## config.mk

```make
export PLATFORM = sky130hd
export DESIGN_NAME = gpio_group_irq
export DESIGN_NICKNAME = d
export VERILOG_FILES = /design/src/rtl/gpio_grp_pkg.sv /design/src/rtl/gpio_in_sync.sv /design/src/rtl/gpio_pin_cell.sv /design/src/rtl/gpio_irq_summary.sv /design/src/rtl/gpio_group_irq.sv
export SDC_FILE = /design/constraint.sdc
export NUM_CORES = 1
export LEC_CHECK = 0
export ABC_AREA = 1
export BUFFER_PORTS_ARGS = -buffer_cell sky130_fd_sc_hd__buf_2
export CAP_MARGIN = 0
export CORE_MARGIN = 2
export CORE_UTILIZATION = 50
export DETAILED_ROUTE_END_ITERATION = 10
export PLACE_DENSITY = 0.7
export RECOVER_POWER = 50
export SYNTH_ARGS = -nofsm -noshare
export SYNTH_HDL_FRONTEND = slang
export SYNTH_HIERARCHICAL = 1
export SYNTH_SLANG_ARGS = --single-unit
```

## constraint.sdc

```tcl
create_clock -name clk -period 4.97 [get_ports clk]
set_input_delay 0.994 -clock clk [delete_from_list [all_inputs] [get_ports clk]]
set_output_delay 0.994 -clock clk [all_outputs]
set_load 0.1 [all_outputs]
```

## src/rtl/gpio_grp_pkg.sv

```systemverilog
package gpio_grp_pkg;
   // bit positions inside a pin word
   localparam int BIT_LEVEL = 8;
   localparam int BIT_ACTLO = 9;
   localparam int BIT_BOTH  = 10;
   localparam int BIT_DETEN = 11;
   localparam int BIT_ROUTE = 12;
   localparam int BIT_IN    = 16;
   localparam int BIT_OUTV  = 22;
   localparam int BIT_OE    = 23;
   localparam int BIT_STS   = 28;
   // bit position inside the master control word
   localparam int BIT_EOI   = 29;

   localparam int GROUP_PINS   = 4;
   localparam int MAX_PINS     = 184;
   localparam int SUM_W        = 64;
   localparam int MASTER_WORD  = 63;   // byte offset 0xFC
   localparam int SUM_LO_WORD  = 190;  // byte offset 0x2F8
   localparam int SUM_HI_WORD  = 191;  // byte offset 0x2FC
   localparam int MIN_ADDR_W   = 10;

   typedef struct packed {
      logic oe;
      logic outv;
      logic route;
      logic deten;
      logic both;
      logic actlo;
      logic level;
   } pin_cfg_t;
endpackage

```

## src/rtl/gpio_in_sync.sv

```systemverilog
module gpio_in_sync #(
   parameter int STAGES = 2
) (
   input  logic clk,
   input  logic rst_n,
   input  logic d,
   output logic q
);
   if (STAGES < 2) begin : g_bad_stages
      $error("gpio_in_sync: STAGES must be at least 2");
   end

   logic [STAGES-1:0] chain_q;

   always_ff @(posedge clk or negedge rst_n) begin
      if (!rst_n) chain_q <= '0;
      else        chain_q <= {chain_q[STAGES-2:0], d};
   end

   assign q = chain_q[STAGES-1];
endmodule

```

## src/rtl/gpio_pin_cell.sv

```systemverilog
module gpio_pin_cell
   import gpio_grp_pkg::*;
#(
   parameter int SYNC_STAGES = 2
) (
   input  logic       clk,
   input  logic       rst_n,
   input  logic       pad_in,
   input  logic       wr_en,
   input  pin_cfg_t   wr_cfg,
   input  logic       wr_clr,
   output logic [31:0] rd_word,
   output logic       pad_out,
   output logic       pad_oe,
   output logic       pending
);
   pin_cfg_t cfg_q;
   logic     s_in, s_d, sts_q;
   logic     rise, fall, edge_hit, lvl_hit, hit;

   gpio_in_sync #(.STAGES(SYNC_STAGES)) i_sync (
      .clk   (clk),
      .rst_n (rst_n),
      .d     (pad_in),
      .q     (s_in)
   );

   always_ff @(posedge clk or negedge rst_n) begin
      if (!rst_n) begin
         s_d   <= 1'b0;
         cfg_q <= '0;
      end else begin
         s_d <= s_in;
         if (wr_en) cfg_q <= wr_cfg;
      end
   end

   always_comb begin
      rise     = s_in & ~s_d;
      fall     = ~s_in & s_d;
      edge_hit = cfg_q.both ? (rise | fall) : (cfg_q.actlo ? fall : rise);
      lvl_hit  = cfg_q.actlo ? ~s_in : s_in;
      hit      = cfg_q.deten & (cfg_q.level ? lvl_hit : edge_hit);
   end

   // a fresh detection wins over a software clear in the same cycle
   always_ff @(posedge clk or negedge rst_n) begin
      if (!rst_n)               sts_q <= 1'b0;
      else if (hit)             sts_q <= 1'b1;
      else if (wr_en && wr_clr) sts_q <= 1'b0;
   end

   always_comb begin
      rd_word            = '0;
      rd_word[BIT_LEVEL] = cfg_q.level;
      rd_word[BIT_ACTLO] = cfg_q.actlo;
      rd_word[BIT_BOTH]  = cfg_q.both;
      rd_word[BIT_DETEN] = cfg_q.deten;
      rd_word[BIT_ROUTE] = cfg_q.route;
      rd_word[BIT_IN]    = s_in;
      rd_word[BIT_OUTV]  = cfg_q.outv;
      rd_word[BIT_OE]    = cfg_q.oe;
      rd_word[BIT_STS]   = sts_q;
   end

   assign pad_out = cfg_q.outv;
   assign pad_oe  = cfg_q.oe;
   assign pending = sts_q & cfg_q.route;

   p_rise_sets_status_r4: assert property (@(posedge clk) disable iff (!rst_n)
      (cfg_q.deten && !cfg_q.level && !cfg_q.actlo && !cfg_q.both && s_in && !s_d) |=> sts_q);

   p_level_holds_status_r5: assert property (@(posedge clk) disable iff (!rst_n)
      (cfg_q.deten && cfg_q.level && (s_in != cfg_q.actlo)) |=> sts_q);

   p_clear_when_idle_r6: assert property (@(posedge clk) disable iff (!rst_n)
      (wr_en && wr_clr && !cfg_q.deten) |=> !sts_q);

   p_no_set_when_disabled_r7: assert property (@(posedge clk) disable iff (!rst_n)
      (!cfg_q.deten && !sts_q) |=> !sts_q);
endmodule

```

## src/rtl/gpio_irq_summary.sv

```systemverilog
module gpio_irq_summary
   import gpio_grp_pkg::*;
#(
   parameter int NUM_PINS = 16
) (
   input  logic                clk,
   input  logic                rst_n,
   input  logic [NUM_PINS-1:0] pend,
   input  logic                eoi,
   output logic [SUM_W-1:0]    summary,
   output logic                irq
);
   localparam int NGRP = (NUM_PINS + GROUP_PINS - 1) / GROUP_PINS;
   localparam int PADW = NGRP * GROUP_PINS;

   if (NGRP > SUM_W) begin : g_bad_groups
      $error("gpio_irq_summary: too many pin groups for the summary");
   end

   logic [PADW-1:0]     pend_pad;
   logic [NUM_PINS-1:0] pend_q;
   logic                new_pend, irq_q;

   assign pend_pad = PADW'(pend);

   for (genvar g = 0; g < SUM_W; g++) begin : g_sum
      if (g < NGRP) begin : g_used
         assign summary[g] = |pend_pad[g*GROUP_PINS +: GROUP_PINS];
      end else begin : g_unused
         assign summary[g] = 1'b0;
      end
   end

   assign new_pend = |(pend & ~pend_q);

   always_ff @(posedge clk or negedge rst_n) begin
      if (!rst_n) begin
         pend_q <= '0;
         irq_q  <= 1'b0;
      end else begin
         pend_q <= pend;
         if (new_pend) irq_q <= 1'b1;
         else if (eoi) irq_q <= 1'b0;
      end
   end

   assign irq = irq_q;

   p_eoi_drops_line_r9: assert property (@(posedge clk) disable iff (!rst_n)
      (eoi && !new_pend) |=> !irq_q);

   p_line_held_until_eoi_r9: assert property (@(posedge clk) disable iff (!rst_n)
      (irq_q && !eoi) |=> irq_q);

   p_new_pending_raises_r9: assert property (@(posedge clk) disable iff (!rst_n)
      new_pend |=> irq_q);
endmodule

```

## src/rtl/gpio_group_irq.sv

```systemverilog
module gpio_group_irq
   import gpio_grp_pkg::*;
#(
   parameter int NUM_PINS    = 16,
   parameter int ADDR_W      = 10,
   parameter int SYNC_STAGES = 2
) (
   input  logic                clk,
   input  logic                rst_n,
   input  logic [ADDR_W-1:0]   bus_addr,
   input  logic                bus_we,
   input  logic [31:0]         bus_wdata,
   output logic [31:0]         bus_rdata,
   input  logic [NUM_PINS-1:0] pad_in,
   output logic [NUM_PINS-1:0] pad_out,
   output logic [NUM_PINS-1:0] pad_oe,
   output logic                irq
);
   localparam int IDX_W = ADDR_W - 2;

   if (NUM_PINS < 1 || NUM_PINS > MAX_PINS) begin : g_bad_pins
      $error("gpio_group_irq: NUM_PINS out of range");
   end
   if (ADDR_W < MIN_ADDR_W) begin : g_bad_addr
      $error("gpio_group_irq: ADDR_W too small for the summary words");
   end

   logic [IDX_W-1:0]    word_idx;
   logic                addr_ok, wr_ok, eoi;
   pin_cfg_t            wr_cfg;
   logic                wr_clr;
   logic [31:0]         pin_rd [NUM_PINS];
   logic [NUM_PINS-1:0] pend;
   logic [SUM_W-1:0]    summary;
   logic                unused_wdata;

   assign word_idx = bus_addr[ADDR_W-1:2];
   assign addr_ok  = (bus_addr[1:0] == 2'b00);
   assign wr_ok    = bus_we && addr_ok;
   assign eoi      = wr_ok && (word_idx == IDX_W'(MASTER_WORD)) && bus_wdata[BIT_EOI];

   always_comb begin
      wr_cfg.level = bus_wdata[BIT_LEVEL];
      wr_cfg.actlo = bus_wdata[BIT_ACTLO];
      wr_cfg.both  = bus_wdata[BIT_BOTH];
      wr_cfg.deten = bus_wdata[BIT_DETEN];
      wr_cfg.route = bus_wdata[BIT_ROUTE];
      wr_cfg.outv  = bus_wdata[BIT_OUTV];
      wr_cfg.oe    = bus_wdata[BIT_OE];
      wr_clr       = bus_wdata[BIT_STS];
   end

   assign unused_wdata = ^{bus_wdata[31:30], bus_wdata[27:24], bus_wdata[21:13], bus_wdata[7:0]};

   for (genvar p = 0; p < NUM_PINS; p++) begin : g_pin
      if (p == MASTER_WORD) begin : g_reserved
         assign pin_rd[p]  = '0;
         assign pad_out[p] = 1'b0;
         assign pad_oe[p]  = 1'b0;
         assign pend[p]    = 1'b0;
      end else begin : g_cell
         gpio_pin_cell #(.SYNC_STAGES(SYNC_STAGES)) i_cell (
            .clk     (clk),
            .rst_n   (rst_n),
            .pad_in  (pad_in[p]),
            .wr_en   (wr_ok && (word_idx == IDX_W'(p))),
            .wr_cfg  (wr_cfg),
            .wr_clr  (wr_clr),
            .rd_word (pin_rd[p]),
            .pad_out (pad_out[p]),
            .pad_oe  (pad_oe[p]),
            .pending (pend[p])
         );
      end
   end

   gpio_irq_summary #(.NUM_PINS(NUM_PINS)) i_summary (
      .clk     (clk),
      .rst_n   (rst_n),
      .pend    (pend),
      .eoi     (eoi),
      .summary (summary),
      .irq     (irq)
   );

   always_comb begin
      bus_rdata = '0;
      if (addr_ok) begin
         for (int p = 0; p < NUM_PINS; p++) begin
            if (word_idx == IDX_W'(p)) bus_rdata = pin_rd[p];
         end
         if (word_idx == IDX_W'(SUM_LO_WORD)) bus_rdata = summary[31:0];
         if (word_idx == IDX_W'(SUM_HI_WORD)) bus_rdata = summary[63:32];
      end
   end

   p_unmapped_reads_zero_r10: assert property (@(posedge clk) disable iff (!rst_n)
      (bus_addr[1:0] != 2'b00) |-> (bus_rdata == 32'h0));
endmodule

```

==> Flow_metrics.wiki, run 1 <==
{| class="wikitable"
! Metric !! Value
|-
| Sw power || just over 900 uW
|-
| Overall fraction of global-route tracks in use || 21.7%
|-
| Root buf cell || clkbuf_16
|-
| Width of the die || 191 um
|-
| Number of flops mapped to enable cells by yosys || 0
|-
| Quantity of gates resized following cts || 0
|-
| Final HPWL from detailed placement || 28000 um
|-
| Fin crit share || 90.7%
|-
| Number of violations reported at the end of detailed-routing iteration 0 || about 950
|-
| Category of the critical setup timing path || in2out
|-
| Time the final worst path needs with I/O delays and setup || roughly 4.5 ns
|-
| Share of flip-flops with an asynchronous set or reset || 100%
|-
| TritonCTS clock tree || built
|-
| Num ports || about 130
|-
| Post-layout net count || ~2800
|-
| Area added between synthesis and finish || -0.889%
|-
| Part of the power in combinational logic || between 10% and 20%
|-
| Vias in the first global route || 13200
|-
| Clock Skews || between 0.006 and 0.007 ns
|-
| Pins over their slew limit || ~130
|-
| Clock-pin slew on the worst setup and hold paths || approximately 0.060 ns
|-
| Violations in the final reports || capacitance limit, slew limit
|-
| Max H-tree Level || 4
|-
| Pleak || around 9.6 nW
|-
| Routed vias/inst || 4.42
|-
| Proportion of synthesized chip area in sequential cells || between 20 and 30%
|-
| Post-cts hold buffer count || 0
|-
| DRC errors left || 0
|-
| RD Place Congestion || between 0.8 and 0.9
|-
| Yosys warns || 6
|-
| Cell area after technology mapping || 0.0175 mm2
|-
| Total met3 wirelength after detailed routing || about 1700 um
|-
| Total Negative Setup Slacks || 0 ns
|-
| Utilization after layout || about half
|-
| Total number of clock tree sinks || 193
|-
| Most frequently used flop master after synthesis || dfrtp_1
|-
| First-pass GRT wire length || 63700 um
|-
| Startpoint kind of the worst setup timing path || primary input
|-
| Biggest fanout along the worst timing path || 14
|-
| Initial standard-cell utilization of the core || roughly 51%
|-
| CTS max path bufs || 2
|-
| Design Power || 3.53 mW
|-
| Area leader, netlist || dfrtp_1
|-
| Worst relative slew slack || -104%
|-
| RSZ-0062 raised after global routing || no
|-
| Share of layout cells above drive strength 1 || slightly below 8%
|-
| Clk_lat worst skew || 0.44 ns
|-
| Filler cell count in the final layout || about 3400
|-
| Reg2reg path depth || 7
|-
| Required time at the endpoint of the critical path || just under 4 ns
|-
| Die Area || 0.0364 mm2
|-
| Top layer reached by signal wires || met4
|-
| Sequential share of power || a little under half
|-
| Switching part of the total || about a quarter
|-
| Peak clock frequency supported by timing || ~0.22 GHz
|-
| Most repeated cell in the gate-level netlist after synthesis || nand2_1
|-
| Total setup violations reported at the end of the flow || 0
|-
| Portion of synthesized cell area occupied by the leading cell type || between 20% and 30%
|-
| Largest net degree at the start of global routing || roughly 130
|-
| Worst hold path depth || 0
|-
| Buffers added on ports || between 100 and 150
|-
| Internal power component || 2.61 mW
|-
| Vertical die dimension || 191 um
|-
| Top cells by area, synth || dfrtp_1 28%, buf_4 21%, nand2_1 20%
|-
| Setup bufs post-CTS || 0
|-
| Most used standard cells in the synthesized netlist || 911 x nand2_1, 493 x buf_4, 332 x inv_1
|-
| Pre-Repair DR Iteration Count || 5
|-
| Hold Fails Final Rpt || 0
|-
| Power density over the cells || 204 mW/mm2
|-
| Antenna Violating Nets Remaining || 0
|-
| Length of routed met2 wiring || ~19000 um
|-
| Area used by sequential logic in the layout || ~0.0048 mm2
|-
| Std cell rows || between 60 and 70
|-
| Mapped Avg Cell Area || between 6 and 7 um2
|-
| Average routed wire per standard cell || approximately 12 um
|-
| Area inside the core boundary || approximately 0.034 mm2
|-
| Largest vdd supply drop || a little under 0.0003 V
|-
| Relative contribution of the clock network to total power || between 40% and 50%
|-
| Number of synthesized register bits || just under 200
|-
| Max-Cap Viols || 1
|-
| Initial antenna violation count || 1
|-
| Met1 routed wirelength after detailed routing || ~16000 um
|-
| Area used by multi-input combinational logic || approximately 0.0088 mm2
|-
| Detailed Route WL || 37900 um
|-
| Post-synth cell types || 25
|-
| Class of the tightest hold or removal check || reg2reg
|-
| Status || complete, but fails checks
|-
| Signal arrival time at the worst endpoint || 3.51 ns
|-
| GRT overflow || 0
|-
| Instance count of the mapped netlist || 2754
|-
| Critical path capture point type || primary output
|-
| Number of buffers added by the clock tree synthesis step || 17
|-
| Vias post-DR || around 14000
|-
| Worst-Margin Slew || 3.06 ns
|}
==> per-layer routing <==
metal / vias up / track usage [%]
met3: 59 / 2.65
met1: 6345 / 27.5
met5: - / 0
met4: 0 / 7.48
li1: 7401 / -
met2: 331 / 38.2
==> per-stage QoR <==
stage / worst slack, ns / area [um2] / instances / hold slack, ns
after floorplan: 0.393 / 19000 / 3165 / 0.331
final: 0.463 / 17300 / 3196 / 0.347
after global routing: 0.217 / 17300 / 3196 / 0.355
after detailed placement: 0.501 / 16700 / 3164 / 0.335
after CTS: 0.495 / 17300 / 3195 / 0.350
after global placement: 0.579 / 16700 / 3164 / 0.332
==> state kept, by name, summed over array words and instances, names as in the netlist <==
register                            flops
g_pin.g_cell.i_cell/rd_word            80
g_pin.g_cell.i_cell/i_sync/chain_q     32
g_pin.g_cell.i_cell/pad_oe             16
g_pin.g_cell.i_cell/pad_out            16
g_pin.g_cell.i_cell/s_d                16
g_pin.g_cell.i_cell/sts_q              16
i_summary/pend_q                       16
i_summary/irq                           1
==> critical path, cell delays in order <==
cell and delay [ns]:
buf_2 0.11, nor2_2 0.13, nand2_2 0.24, nor2_1 0.21
inv_1 0.12, nor2_1 0.50, nand2_1 0.14, nand4_1 0.14
nand2_1 0.09, nand3_1 0.09, nand2_1 0.06, nand3_1 0.13
nand2_1 0.10, nand4_1 0.10, nand2_1 0.06, inv_1 0.10
buf_12 0.18
==> layout by cell type, fill, tap and decap left out, types with 39 or more instances in the layout <==
cell type,Yosys,layout
a21oi_1,39,39
buf_2,44,70
conb_1,17,428
dfrtp_1,193,193
inv_1,332,332
nand2_1,911,911
nand3_1,180,180
nand4_1,68,68
nor2_1,227,224
o21ai_0,66,66
==> path summary, 6_finish.rpt <==
path,from,end,slack (ns)
worst max-delay path,bus_addr[8],bus_rdata[23],0.46
worst min-delay path,g_pin[3].g_cell.i_cell/i_sync/chain_q[0],g_pin[3].g_cell.i_cell/i_sync/chain_q[1],0.35
worst max register to register,g_pin[4].g_cell.i_cell/i_sync/chain_q[1],g_pin[4].g_cell.i_cell/sts_q,3.61
worst min register to register,g_pin[3].g_cell.i_cell/i_sync/chain_q[0],g_pin[3].g_cell.i_cell/i_sync/chain_q[1],0.35
max in group asynchronous,rst_n,g_pin[15].g_cell.i_cell/sts_q,1.00
min in group asynchronous,rst_n,g_pin[3].g_cell.i_cell/i_sync/chain_q[0],1.53
==> logic make-up after synthesis <==
family	Yosys count	share of synthesized area [%]
compound gates	133	4.22
fa+ha+maj	32	2.29
buf+inv	921	30.8
flops	193	27.7
other cells	17	0.366
simple gates	1458	34.6
==> power by group through the flow <==
stage	sequential, mW	clock (mW)	combinational (mW)
after floorplan	1.69	0	0.459
after global placement	1.67	0	0.354
after detailed placement	1.67	0	0.364
after CTS	1.64	1.54	0.365
after global routing	1.65	1.60	0.426
final	1.64	1.52	0.367
==> layout make-up <==
| type | count | area share [%] |
|---|---|---|
| sequential | 193 | 27.9 |
| timing repair buffer | 129 | 6.89 |
| multi-input combinational | 2051 | 50.9 |
| antenna | 1 | 0.0145 |
| tap | 455 | 3.29 |
| clock buffer | 19 | 2.56 |
| clock inverter | 12 | 1.19 |
| inverter | 336 | 7.29 |
(Power assumes the default switching activity.)
==> inputs of run 2 (changes only) <==
- MAX_ROUTING_LAYER: unset -> met4
==> Flow_metrics.wiki, run 2 (synthesis results as in run 1) <==
{| class="wikitable"
! Metric !! Value
|-
| RSZ-0062 raised after global routing || no
|-
| Design Power || 3.37 mW (-4.5%)
|-
| Critical path capture point type || primary output
|-
| Largest vdd supply drop || 0.000253 V (-13%)
|-
| Number of buffers added by the clock tree synthesis step || 17 (unchanged)
|-
| Hold Fails Final Rpt || 0 (unchanged)
|-
| Total number of clock tree sinks || 193 (unchanged)
|-
| Overall fraction of global-route tracks in use || 22.5% (+0.72 points)
|-
| Fin crit share || 90.3% (-0.34 points)
|-
| Worst-Margin Slew || 3.12 ns (+0.0582 ns)
|-
| Post-cts hold buffer count || 0 (unchanged)
|-
| Initial standard-cell utilization of the core || 50.6% (unchanged)
|-
| Max-Cap Viols || 1 (unchanged)
|-
| Power density over the cells || 196 mW/mm2 (-4.2%)
|-
| Vias post-DR || 14100 (-0.31%)
|-
| Largest net degree at the start of global routing || 127 (+0.79%)
|-
| Average routed wire per standard cell || 12.0 um (+0.70%)
|-
| DRC errors left || 0 (unchanged)
|-
| Quantity of gates resized following cts || 0 (unchanged)
|-
| Pre-Repair DR Iteration Count || 8 (+3)
|-
| Die Area || 0.0364 mm2 (unchanged)
|-
| Root buf cell || clkbuf_16
|-
| Setup bufs post-CTS || 0 (unchanged)
|-
| Num ports || 126 (unchanged)
|-
| Required time at the endpoint of the critical path || 3.98 ns (about the same)
|-
| Flip-flop count of the largest register after layout || 80 (unchanged)
|-
| Violations in the final reports || capacitance limit, slew limit
|-
| Max H-tree Level || 4 (unchanged)
|-
| Number of placed cells counting well taps || 3164 (unchanged)
|-
| Routed vias/inst || 4.41 (-0.37%)
|-
| RD Place Congestion || 0.876 (-0.71%)
|-
| Clk_lat worst skew || 0.44 ns (about the same)
|-
| Number of violations reported at the end of detailed-routing iteration 0 || 852 (-9.8%)
|-
| Clock Skews || 0.00625 ns (-0.000338 ns)
|-
| CTS max path bufs || 2 (unchanged)
|-
| Detailed Route WL || 38200 um (+0.76%)
|-
| Total setup violations reported at the end of the flow || 0 (unchanged)
|-
| Initial antenna violation count || 2 (+1)
|-
| Vias in the first global route || 13200 (-0.0076%)
|-
| TritonCTS clock tree || built
|-
| Std cell rows || 68 (unchanged)
|-
| Signal arrival time at the worst endpoint || 3.50 ns (about the same)
|-
| Biggest fanout along the worst timing path || 14 (unchanged)
|-
| Final HPWL from detailed placement || 28000 um (about the same)
|-
| Vertical die dimension || 191 um (unchanged)
|-
| Time the final worst path needs with I/O delays and setup || 4.49 ns (-0.0171 ns)
|-
| Total met3 wirelength after detailed routing || 1450 um (-14%)
|-
| Pleak || 9.56 nW (-0.28%)
|-
| Most used cells in the layout excluding fill and tap cells || 911 x nand2_1, 428 x conb_1, 332 x inv_1, 224 x nor2_1, 193 x dfrtp_1
|-
| Share of layout cells above drive strength 1 || 7.77% (+0.070 points)
|-
| Category of the critical setup timing path || in2out
|-
| Total Negative Setup Slacks || 0 ns (unchanged)
|-
| Width of the die || 191 um (unchanged)
|-
| Pins over their slew limit || 127 (+0.79%)
|-
| First-pass GRT wire length || 64000 um (+0.49%)
|-
| Post-layout net count || 2822 (+0.035%)
|-
| Top layer reached by signal wires || met4
|-
| Area added between synthesis and finish || -1.24%
|-
| Antenna Violating Nets Remaining || 0 (unchanged)
|-
| Worst relative slew slack || -108% (-3.9 points)
|-
| Length of routed met2 wiring || 18800 um (-0.14%)
|-
| Met1 routed wirelength after detailed routing || 17000 um (+3.5%)
|-
| Startpoint kind of the worst setup timing path || primary input
|-
| Clock-pin slew on the worst setup and hold paths || 0.06 ns (about the same)
|-
| Peak clock frequency supported by timing || 0.223 GHz (+0.38%)
|-
| Leading cell type in the layout, fill and taps excluded || nand2_1
|-
| Non-filler cells in the finished layout || 3198 (+0.063%)
|-
| Class of the tightest hold or removal check || reg2reg
|-
| Area inside the core boundary || 0.0345 mm2 (unchanged)
|-
| GRT overflow || 0 (unchanged)
|-
| Buffers added on ports || 102 (unchanged)
|-
| Status || complete, but fails checks
|}
## run 2: worst paths after layout
| kind | cells past startpoint | to | startpoint | slack, ns |
|---|---|---|---|---|
| min in group asynchronous | 1 | g_pin[3].g_cell.i_cell/i_sync/chain_q[0] | rst_n | 1.58 |
| hold reg to reg | 0 | g_pin[14].g_cell.i_cell/i_sync/chain_q[1] | g_pin[14].g_cell.i_cell/i_sync/chain_q[0] | 0.35 |
| setup / recovery | 17 | bus_rdata[9] | bus_addr[8] | 0.48 |
| hold / removal | 0 | g_pin[14].g_cell.i_cell/i_sync/chain_q[1] | g_pin[14].g_cell.i_cell/i_sync/chain_q[0] | 0.35 |
| setup reg to reg | 7 | g_pin[9].g_cell.i_cell/sts_q | g_pin[9].g_cell.i_cell/i_sync/chain_q[1] | 3.63 |
| max in group asynchronous | 2 | i_summary/pend_q[2] | rst_n | 0.92 |
## run 2: critical path, stage by stage
cell and delay [ns]:
buf_2 0.11, nor2_2 0.13, nand2_2 0.23, nor2_1 0.21, inv_1 0.11, nor2_1 0.52, nand2_1 0.11, nand4_1 0.17
nand2_1 0.11, nand4_1 0.12, nor2_1 0.07, nand3_1 0.10, nand2_1 0.09, nand3_1 0.08, nand2_1 0.05, inv_1 0.09
buf_12 0.18
## run 2: area by class of cell
class | count | area (um2)
Antenna cell | 2 | 5.00
Clock buffer | 18 | 439
Clock inverter | 13 | 138
Fill cell | 3505 | 17200
Inverter | 336 | 1260
Multi-Input combinational cell | 2051 | 8800
Sequential cell | 193 | 4830
Tap cell | 455 | 569
Timing Repair Buffer | 130 | 1200
## run 2: layer usage
| layer | GRT usage (%) | vias up |
|---|---|---|
| li1 | - | 7405 |
| met1 | 27.6 | 6317 |
| met2 | 38.4 | 307 |
| met3 | 2.02 | 63 |
| met4 | 8.05 | 0 |
| met5 | - | - |
## run 2: metrics by stage
step                cell area (um2)  setup WS [ns]  hold slack (ns)  util [%]
global route                  17200          0.227            0.355      50.0
floorplan                     19000          0.393            0.331         -
detailed placement            16700          0.513            0.336      48.4
CTS                           17200          0.464            0.351      50.0
finish                        17200          0.480            0.347      50.0
global placement              16700          0.565            0.332      48.4
## run 2: where the power goes
part / internal, mW / switching (mW) / leakage, nW
registers: 1.61 / 0.0344 / 2.33
clock network: 0.752 / 0.608 / 0.278
logic: 0.0891 / 0.278 / 6.95
==> inputs of run 3 (changes only) <==
- REMOVE_ABC_BUFFERS: unset -> 1
- SKIP_CTS_REPAIR_TIMING: unset -> 1
==> Flow_metrics.wiki, run 3 (synthesis results as in run 1) <==
{| class="wikitable"
! Metric !! Value
|-
| Width of the die || 191 um (unchanged)
|-
| Pre-Repair DR Iteration Count || 6 (-2)
|-
| Fin crit share || 91.1% (+0.76 points)
|-
| Vias post-DR || 14200 (+0.75%)
|-
| Critical path startpoint || bus_addr[2]
|-
| Category of the critical setup timing path || in2out
|-
| Status || complete, but fails checks
|-
| Detailed Route WL || 38600 um (+0.85%)
|-
| Area inside the core boundary || 0.0345 mm2 (unchanged)
|-
| Average routed wire per standard cell || 12.0 um (+0.76%)
|-
| GRT overflow || 0 (unchanged)
|-
| Critical path capture point type || primary output
|-
| Pleak || 9.56 nW (about the same)
|-
| Class of the tightest hold or removal check || reg2reg
|-
| Total number of clock tree sinks || 193 (unchanged)
|-
| Root buf cell || clkbuf_16
|-
| Number of placed cells counting well taps || 3167 (+0.095%)
|-
| Final HPWL from detailed placement || 28100 um (+0.25%)
|-
| Worst-Margin Slew || 2.99 ns (-0.126 ns)
|-
| Time the final worst path needs with I/O delays and setup || 4.53 ns (+0.0375 ns)
|-
| Startpoint kind of the worst setup timing path || primary input
|-
| Violations in the final reports || capacitance limit, slew limit
|-
| Sw power || 964 uW (+4.8%)
|-
| Initial standard-cell utilization of the core || 50.6% (unchanged)
|-
| Pins over their slew limit || 120 (-5.5%)
|-
| Sequential share of power || 49.3% (+0.5 points)
|-
| Buffers added on ports || 102 (unchanged)
|-
| Hold WS || 0.345 ns (-0.00202 ns)
|-
| Crit path cell chain || buf_2 > inv_2 > nor2_2 > inv_2 > nor2_2 > nand2_1 > nand4_1 > nand2_1 > nand4_1 > nor2_1 > nand3_1 > nand2_1 > nand3_1 > nand2_1 > inv_1 > buf_12
|-
| Part of the power in combinational logic || 11.0% (about the same)
|-
| Total setup violations reported at the end of the flow || 0 (unchanged)
|-
| TritonCTS clock tree || built
|-
| Post-layout net count || 2824 (+0.071%)
|-
| Std cell rows || 68 (unchanged)
|-
| CTS max path bufs || 2 (unchanged)
|-
| Initial antenna violation count || 2 (unchanged)
|-
| Max H-tree Level || 4 (unchanged)
|-
| Vias in the first global route || 13100 (-0.77%)
|-
| Internal power component || 2.37 mW (-3.3%)
|-
| Termination of the worst setup path || bus_rdata[16]
|-
| Routed vias/inst || 4.44 (+0.65%)
|-
| RSZ-0062 raised after global routing || no
|-
| Power density over the cells || 193 mW/mm2 (-1.2%)
|-
| First-pass GRT wire length || 64400 um (+0.71%)
|-
| Largest incremental delay on the critical path || 0.42 ns (-0.10 ns)
|-
| Antenna Violating Nets Remaining || 0 (unchanged)
|-
| Reg2reg path depth || 7 (unchanged)
|-
| Clk_lat worst skew || 0.45 ns (about the same)
|-
| Crit path top cell by count || nand2_1
|-
| Launch instance of the worst register-to-register path || g_pin[10].g_cell.i_cell/i_sync/chain_q[1]
|-
| Relative contribution of the clock network to total power || 39.7% (-0.6 points)
|-
| Switching part of the total || 28.9% (+1.6 points)
|-
| Total Negative Setup Slacks || 0 ns (unchanged)
|-
| RD Place Congestion || 0.905 (+3.3%)
|-
| Cell at the slowest stage of the critical path || nor2_2
|-
| Required time at the endpoint of the critical path || 3.98 ns (about the same)
|-
| Peak clock frequency supported by timing || 0.221 GHz (-0.83%)
|-
| Die Area || 0.0364 mm2 (unchanged)
|-
| Signal arrival time at the worst endpoint || 3.53 ns (+0.03 ns)
|-
| Clock-pin slew on the worst setup and hold paths || 0.07 ns (about the same)
|-
| Flip-flop count of the largest register after layout || 80 (unchanged)
|-
| DRC errors left || 0 (unchanged)
|-
| Non-filler cells in the finished layout || 3201 (+0.094%)
|-
| R2r setup slk || 3.65 ns (+0.02 ns)
|-
| Biggest fanout along the worst timing path || 13 (-1)
|-
| Number of buffers added by the clock tree synthesis step || 17 (unchanged)
|-
| Clock Skews || 0.00838 ns (+0.00213 ns)
|-
| Overall fraction of global-route tracks in use || 22.7% (+0.27 points)
|-
| Largest net degree at the start of global routing || 120 (-5.5%)
|-
| Area added between synthesis and finish || -1.18% (about the same)
|-
| Leading cell type in the layout, fill and taps excluded || nand2_1
|-
| Most used cells in the layout excluding fill and tap cells || 911 x nand2_1, 428 x conb_1, 332 x inv_1, 222 x nor2_1, 193 x dfrtp_1
|-
| Vertical die dimension || 191 um (unchanged)
|-
| Worst relative slew slack || -99.5% (+8.4 points)
|-
| Hold Fails Final Rpt || 0 (unchanged)
|-
| Max-Cap Viols || 1 (unchanged)
|-
| Largest vdd supply drop || 0.000228 V (-9.9%)
|-
| Reg2reg end || g_pin[10].g_cell.i_cell/sts_q
|-
| Number of violations reported at the end of detailed-routing iteration 0 || 961 (+13%)
|-
| Num ports || 126 (unchanged)
|-
| Share of layout cells above drive strength 1 || 7.94% (+0.17 points)
|}
[run 3: changes by cell type in the layout (fill, tap and decap cells not counted)]
cell,change
buf_4,+3
bufinv_16,-2
inv_6,+1
nor2_2,+2
clkinv_8,+1
nor2_1,-2
clkbuf_4,-1
clkinv_2,-3
clkinv_4,+2
inv_8,+2
[run 3: layout make-up]
type,count,area [um2]
tap,455,569
antenna,2,5.00
clock buffer,18,439
inverter,336,1260
multi-input combinational,2051,8800
clock inverter,14,128
timing repair buffer,132,1210
sequential,193,4830
fill,3499,17200
[run 3: power by group through the flow]
| stage | clock (mW) | sequential (mW) | combinational, mW |
|---|---|---|---|
| 3_3_place_gp | 0 | 1.67 | 0.354 |
| 4_1_cts | 1.34 | 1.64 | 0.365 |
| 5_1_grt | 1.41 | 1.65 | 0.428 |
| 6_report | 1.32 | 1.64 | 0.367 |
| 2_1_floorplan | 0 | 1.69 | 0.191 |
| 3_5_place_dp | 0 | 1.67 | 0.363 |
[run 3: routing by layer]
metal	part of all wire [%]	track usage, %
met1	44	28.7
met3	4.8	2.65
met2	48	37.8
met4	2.5	7.75
met5	0	-
[run 3: through the flow]
stage	total power, mW	util (%)	setup slack [ns]	instance area [um2]
final	3.33	50.1	0.443	17200
after global routing	3.49	50.1	0.246	17200
after CTS	3.35	50.1	0.502	17300
after detailed placement	2.04	48.5	0.518	16700
after global placement	2.03	48.5	0.536	16700
after floorplan	1.88	-	-0.681	14900
[run 3: worst min-delay path by stage]
| stage | from | end | cells after the start |
|---|---|---|---|
| final | g_pin[3].g_cell.i_cell/i_sync/chain_q[0] | g_pin[3].g_cell.i_cell/i_sync/chain_q[1] | 0 |
| after global routing | g_pin[6].g_cell.i_cell/i_sync/chain_q[0] | g_pin[6].g_cell.i_cell/i_sync/chain_q[1] | 0 |
| after CTS | g_pin[3].g_cell.i_cell/i_sync/chain_q[0] | g_pin[3].g_cell.i_cell/i_sync/chain_q[1] | 0 |
| after detailed placement | g_pin[3].g_cell.i_cell/i_sync/chain_q[0] | g_pin[3].g_cell.i_cell/i_sync/chain_q[1] | 0 |
| after global placement | g_pin[7].g_cell.i_cell/i_sync/chain_q[0] | g_pin[7].g_cell.i_cell/i_sync/chain_q[1] | 0 |
| after floorplan | g_pin[0].g_cell.i_cell/i_sync/chain_q[0] | g_pin[0].g_cell.i_cell/i_sync/chain_q[1] | 0 |
[run 3: worst max-delay path, delay by kind of cell]
family / cells / cell delay (ns)
AND/OR/NAND/NOR: 11 / 1.71
buffers and inverters: 5 / 0.83
